File: src/rtl/outbank_pkg.sv
package outbank_pkg;

    typedef enum logic [1:0] {
        SEL_ALL_ON      = 2'b00,
        SEL_STOP_A      = 2'b01,
        SEL_STOP_AB     = 2'b10,
        SEL_STOP_AB_ALT = 2'b11
    } stop_sel_e;

    localparam int unsigned GRP_A   = 0;
    localparam int unsigned GRP_B   = 1;
    localparam int unsigned MIN_GRP = 2;

    // Returns {stop group B, stop group A} for a synchronized code.
    function automatic logic [1:0] stops_for(input stop_sel_e code);
        logic [1:0] s;
        case (code)
            SEL_ALL_ON:      s = 2'b00;
            SEL_STOP_A:      s = 2'b01;
            SEL_STOP_AB,
            SEL_STOP_AB_ALT: s = 2'b11;
            default:         s = 2'b11;
        endcase
        return s;
    endfunction

endpackage

File: src/rtl/outbank_sync.sv
module outbank_sync #(
    parameter int unsigned WIDTH  = 2,
    parameter int unsigned STAGES = 2
) (
    input  logic             clk,
    input  logic             rst_n,
    input  logic [WIDTH-1:0] din,
    output logic [WIDTH-1:0] dout
);

    localparam int unsigned LAST = STAGES - 1;

    typedef struct packed {
        logic [STAGES-1:0][WIDTH-1:0] pipe;
    } sync_t;

    sync_t sync_d, sync_q;

    always_comb begin
        sync_d         = sync_q;
        sync_d.pipe[0] = din;
        for (int s = 1; s < STAGES; s++) begin
            sync_d.pipe[s] = sync_q.pipe[s-1];
        end
    end

    always_ff @(posedge clk or negedge rst_n) begin
        if (!rst_n) begin
            sync_q <= '0;
        end else begin
            sync_q <= sync_d;
        end
    end

    assign dout = sync_q.pipe[LAST];

    generate
        if (STAGES == 2) begin : g_lat_chk
            AST_SYNC_LATENCY: assert property (@(posedge clk) disable iff (!rst_n)
                ($past(rst_n, 2) && $past(rst_n)) |-> (dout == $past(din, 2)));
        end
    endgenerate

endmodule

File: src/rtl/outbank_decode.sv
module outbank_decode
    import outbank_pkg::*;
#(
    parameter int unsigned NUM_GRP = 4
) (
    input  logic [1:0]         code,
    output logic [NUM_GRP-1:0] stop_mask
);

    logic [1:0] pair_stop;

    always_comb begin
        pair_stop = stops_for(stop_sel_e'(code));
    end

    generate
        for (genvar g = 0; g < NUM_GRP; g++) begin : g_dec
            if (g == GRP_A) begin : g_a
                assign stop_mask[g] = pair_stop[0];
            end else if (g == GRP_B) begin : g_b
                assign stop_mask[g] = pair_stop[1];
            end else begin : g_ref
                assign stop_mask[g] = 1'b0;
            end
        end
    endgenerate

endmodule

File: src/rtl/outbank_gate_cell.sv
module outbank_gate_cell (
    input  logic clk,
    input  logic rst_n,
    input  logic stop,
    output logic gclk
);

    typedef struct packed {
        logic en;
    } gate_t;

    gate_t gate_d, gate_q;

    always_comb begin
        gate_d    = gate_q;
        gate_d.en = !stop;
    end

    // Updated on the falling edge, so the enable settles while clk is low.
    always_ff @(negedge clk or negedge rst_n) begin
        if (!rst_n) begin
            gate_q <= '0;
        end else begin
            gate_q <= gate_d;
        end
    end

    assign gclk = clk & gate_q.en;

    AST_STOPPED_LOW: assert property (@(negedge clk) disable iff (!rst_n)
        $past(stop) |-> !gclk);

    AST_RESTART_HIGH: assert property (@(negedge clk) disable iff (!rst_n)
        ($past(rst_n) && !$past(stop)) |-> gclk);

endmodule

File: src/rtl/outbank_gate.sv
module outbank_gate
    import outbank_pkg::*;
#(
    parameter int unsigned NUM_GRP     = 4,
    parameter int unsigned SYNC_STAGES = 2
) (
    input  logic               clk_src,
    input  logic               rst_n,
    input  logic [1:0]         stop_sel,
    output logic [NUM_GRP-1:0] grp_clk
);

    localparam int unsigned CODE_W = 2;

    logic [CODE_W-1:0]  sel_s;
    logic [NUM_GRP-1:0] stop_mask;

    outbank_sync #(
        .WIDTH  (CODE_W),
        .STAGES (SYNC_STAGES)
    ) u_sync (
        .clk   (clk_src),
        .rst_n (rst_n),
        .din   (stop_sel),
        .dout  (sel_s)
    );

    outbank_decode #(
        .NUM_GRP (NUM_GRP)
    ) u_dec (
        .code      (sel_s),
        .stop_mask (stop_mask)
    );

    generate
        for (genvar g = 0; g < NUM_GRP; g++) begin : g_cell
            outbank_gate_cell u_cell (
                .clk   (clk_src),
                .rst_n (rst_n),
                .stop  (stop_mask[g]),
                .gclk  (grp_clk[g])
            );
        end
    endgenerate

    AST_ALL_ON: assert property (@(negedge clk_src) disable iff (!rst_n)
        ($past(rst_n) && ($past(sel_s) == SEL_ALL_ON)) |-> (&grp_clk));

    AST_STOP_A_ONLY: assert property (@(negedge clk_src) disable iff (!rst_n)
        ($past(rst_n) && ($past(sel_s) == SEL_STOP_A)) |-> (!grp_clk[GRP_A] && grp_clk[GRP_B]));

    AST_STOP_AB: assert property (@(negedge clk_src) disable iff (!rst_n)
        ($past(rst_n) && $past(sel_s[1])) |-> (!grp_clk[GRP_A] && !grp_clk[GRP_B]));

    AST_RESET_LOW: assert property (@(negedge clk_src)
        !rst_n |-> (grp_clk == '0));

endmodule

File: config.mk
export PLATFORM = sky130hd
export DESIGN_NAME = outbank_gate
export DESIGN_NICKNAME = d
export VERILOG_FILES = /design/src/rtl/outbank_pkg.sv /design/src/rtl/outbank_sync.sv /design/src/rtl/outbank_decode.sv /design/src/rtl/outbank_gate_cell.sv /design/src/rtl/outbank_gate.sv
export SDC_FILE = /design/constraint.sdc
export NUM_CORES = 1
export LEC_CHECK = 0
export BUFFER_PORTS_ARGS = -buffer_cell sky130_fd_sc_hd__buf_2
export CAP_MARGIN = 25
export CORE_AREA = 3 3 40 42
export DETAILED_ROUTE_END_ITERATION = 10
export DIE_AREA = 0 0 43 45
export PLACE_DENSITY_LB_ADDON = 0.12
export SYNTH_ARGS = -nofsm -noshare
export SYNTH_HDL_FRONTEND = slang
export SYNTH_SLANG_ARGS = --single-unit
File: constraint.sdc
create_clock -name clk_src -period 1.1 [get_ports clk_src]
set_input_delay 0.22 -clock clk_src [delete_from_list [all_inputs] [get_ports clk_src]]
set_output_delay 0.22 -clock clk_src [all_outputs]
set_load 0.03 [all_outputs]
# Word-level counts from Yosys, hierarchy flattened
# Index checks and enable logic that the tools add are counted.
[totals]
regBits = 7
in_bits = 4
output_inout_bits = 4
wordCells = 16
[classes]
n_eq_ne = 3
mux = 1
n_bitwise = 3
reduce_logical = 4
[op_table]
columns = ["op", "count"]
rows = [
  ["case mux 2 bit (3 select lines)", 1],
  ["equality test 2 bit (second input constant)", 2],
  ["bitwise AND 1 bit", 3],
  ["equality test 2 x 1 -> 1 bit (second input constant)", 1],
  ["logical NOT 1 bit", 2],
  ["logical NOT 2 bit", 1],
  ["OR reduction 2 bit", 1],
]

# Logic depth before layout (Yosys ltp)
[depth]
word_depth = 4
ltp_mapped = 2
depth_no_buf = 1

# Modules after synthesis
# From an unflattened synthesis, not the netlist that was laid out.
[hier_totals]
cells_unflattened = 21
hier_area_um2 = 269.0
[modules_own_cells]
columns = ["module", "n_inst", "cells_each", "area_per_inst_um2", "seq_area_each_um2"]
rows = [
  ["outbank_gate_cell", 4, 3, 35.0, 25.0],
  ["outbank_sync", 1, 4, 100.1, 100.1],
  ["outbank_decode", 1, 5, 28.8, 0.0],
]

==> out/qor.yml <==
synth:
  synth_warnings: 0
  average_size_of_a_mapped_cell_sq_um: 13.8
  synth_top_area_cell: "sky130_fd_sc_hd__dfrtp_1"
  yosys.cell_types.count: 7
  netlist_instances: 17
  synth.net_count: 21
  synth_xor_area_frac: 0
  async_set_reset_flop_share_out_of_synthesis: 1.00
  dominant_combinational_cell_family_by_area_after_synthesis: "buffers and inverters"
  synth-compound-area-share: 0
  synthTopCellsByCount: "sky130_fd_sc_hd__buf_4 (4), sky130_fd_sc_hd__dfrtp_1 (4), sky130_fd_sc_hd__and2_1 (3), sky130_fd_sc_hd__dfrtn_1 (3)"
  share_of_synthesized_cell_area_in_full_adder_half_adder_and_majority_cells: 0
  seq_area_frac_synth: 0.745
  synth_edf_count: 0
  synth.mux.area_fraction: 0
  flops_latches_synth: 7
  main_flop_type_after_synthesis: "sky130_fd_sc_hd__dfrtp_1"
  synth_top_area_share: 0.426
  ys_top_cells_by_area: "sky130_fd_sc_hd__dfrtp_1 (43%), sky130_fd_sc_hd__dfrtn_1 (32%), sky130_fd_sc_hd__buf_4 (13%), sky130_fd_sc_hd__and2_1 (8.0%), sky130_fd_sc_hd__conb_1 (1.6%)"
  syn_area_sq_um: 235
  yosys.area_share.simple: 0.0957
cts:
  clock_insertion_delay_worst_skew_ns: 0.37
  post_cts_buffers: 0
  clk_transition_reported_paths_ns: 0.05
  tritoncts: "yes"
sta:
  slew_violations: 0
  final-hold-violation-count: 0
  grt_setup_unrepaired: "yes"
  setup_violations: 7
  setup_slack_ns: -0.799
  skew_ns: 0.0193
  fin_setup_tns_ns: -2.92
detailed_routing:
  wirelength_um: 380
  wire_per_inst_um: 7.76
  drt_iter0_markers: 3
  detail-route-antenna-nets: 0
  drc: 0
  vias_per_cell: 3.33
  num_vias: 163
  drt-pass1-iter-count: 2
cells_and_area:
  fin_cells: 49
  final_layout_size_suffix_gt1_frac: 0.559
  stdcell_area_sq_um: 419
  layout.nets: 38
  antenna_cells: 0
  layout-area-overhead-vs-synth_pct: 78.2
setup_path:
  crit_arrival_ns: 1.68
  critical_path_class: "reg -> out"
  cp-end-kind: "output port"
  critical_path.max_fanout: 2
  worstPathRequired_ns: 0.88
  crit_path_start_kind: "register"
outcome:
  run_status: "finished, violations left"
  failing_checks: "setup timing"
die:
  fp.dieH_um: 45
  num_rows: 13
  initial_core_utilization: 0.183
  die_area_sq_um: 1940
  fp.dieW_um: 43
  io_pins: 8
  core_sq_um: 1280
job:
  max-cap-violations: 0
grt:
  grt.total_usage: 0.0606
  first_global_vias: 176
  globalRoute.totalOverflow: 0
  antenna_found_initial: 0
  grt_first_pass_wirelength_um: 538
  largest_net_degree_at_the_start_of_global_routing: 8
power:
  power_leakage_uw: 0.000207
  p_per_cell_area_nw_per_um2: 3160
  total_power_uw: 1320
  ir_worst_vdd_v: 0.000944
placed_design:
  gpl.final_weighted_congestion: 0.550
  placed_cells_incl_taps: 35
  placedInstanceArea_sq_um: 262
  place.port_buffers: 7
worst_hold_path:
  hp-class: "in -> async"
## path summary, 6_finish.rpt
| path | startpoint | endpoint | slack (ns) | depth (start not counted) |
|---|---|---|---|---|
| min in group clk_src | u_sync.sync_d[3]$_DFF_PN0_ | u_sync.dout[1]$_DFF_PN0_ | 0.34 | 0 |
| worst min-delay path | rst_n | u_sync.sync_d[2]$_DFF_PN0_ | 0.23 | 2 |
| worst min register to register | u_sync.sync_d[3]$_DFF_PN0_ | u_sync.dout[1]$_DFF_PN0_ | 0.34 | 0 |
| worst max register to register | u_sync.dout[1]$_DFF_PN0_ | g_cell[0].u_cell.gate_q$_DFF_NN0_ | 0.05 | 1 |
| max in group asynchronous | rst_n | g_cell[1].u_cell.gate_q$_DFF_NN0_ | 0.26 | 2 |
| worst max-delay path | g_cell[2].u_cell.gate_q$_DFF_NN0_ | grp_clk[3] | -0.80 | 3 |
## placed cells by master, fill, tap and decap left out
cell / synthesis / layout
sky130_fd_sc_hd__and2_4: 0 / 3
sky130_fd_sc_hd__buf_2: 0 / 3
sky130_fd_sc_hd__buf_4: 4 / 1
sky130_fd_sc_hd__buf_6: 0 / 2
sky130_fd_sc_hd__buf_8: 0 / 4
sky130_fd_sc_hd__clkbuf_1: 0 / 2
sky130_fd_sc_hd__clkbuf_4: 0 / 6
sky130_fd_sc_hd__conb_1: 1 / 1
sky130_fd_sc_hd__dfrtn_1: 3 / 3
sky130_fd_sc_hd__dfrtp_1: 4 / 4
sky130_fd_sc_hd__dlygate4sd3_1: 0 / 3
sky130_fd_sc_hd__inv_1: 1 / 1
sky130_fd_sc_hd__nor2_1: 1 / 1
## sequential cells by signal (all words and copies together) (netlist names)
signal / flops
u_sync.sync_d: 2
u_sync.dout: 2
g_cell.u_cell.gate_q: 3
## area by class of cell
cell class	instances	area (sq um)
multi-input cells	5	33.8
well taps	15	18.8
inverters	1	3.75
flip-flops and latches	7	175
fillers	128	866
repair buffers	6	45.0
clock buffers	15	143
## repair_timing
item / 4_1_cts / 5_1_grt
resized for setup: 11 / 6
endpoints found under the hold margin: 6 / 0
setup endpoints to repair: 7 / 7
hold buffers: 3 / 0
pin swaps: 0 / 1
## kinds of logic after synthesis
group,after synthesis
other,1
buffers and inverters,5
AND/OR/NAND/NOR,4
flip-flops,7
## routing by layer
layer  vias up  wire length, um  global-route usage
met3         0               67               0.124
met2        13              164              0.0389
met5         -                0                   0
met4         0                0               0.114
met1        70              148              0.0223
li1         80                -                   -
## where the power goes
part / switching [uW] / total, uW / internal (uW) / leakage [uW]
registers: 3.76 / 276 / 272 / 0.0000828
clock network: 389 / 1030 / 641 / 0.0000898
logic: 7.84 / 19.1 / 11.3 / 0.0000349
## critical path, cell delays in order, from the launching register on
cell and delay [ns]:
sky130_fd_sc_hd__dfrtn_1 0.40, sky130_fd_sc_hd__and2_4 0.17, sky130_fd_sc_hd__buf_8 0.09, sky130_fd_sc_hd__buf_8 0.11
## through the flow
step	setup WS (ns)	util	hold slack, ns
after floorplan	-0.290	-	-0.0756
after global placement	-0.333	0.204	0.0594
after detailed placement	-0.333	0.204	0.0579
after CTS	-0.834	0.334	0.219
after global routing	-0.848	0.326	0.239
final	-0.799	0.326	0.231
No activity file was read; power rests on OpenSTA's default activity.
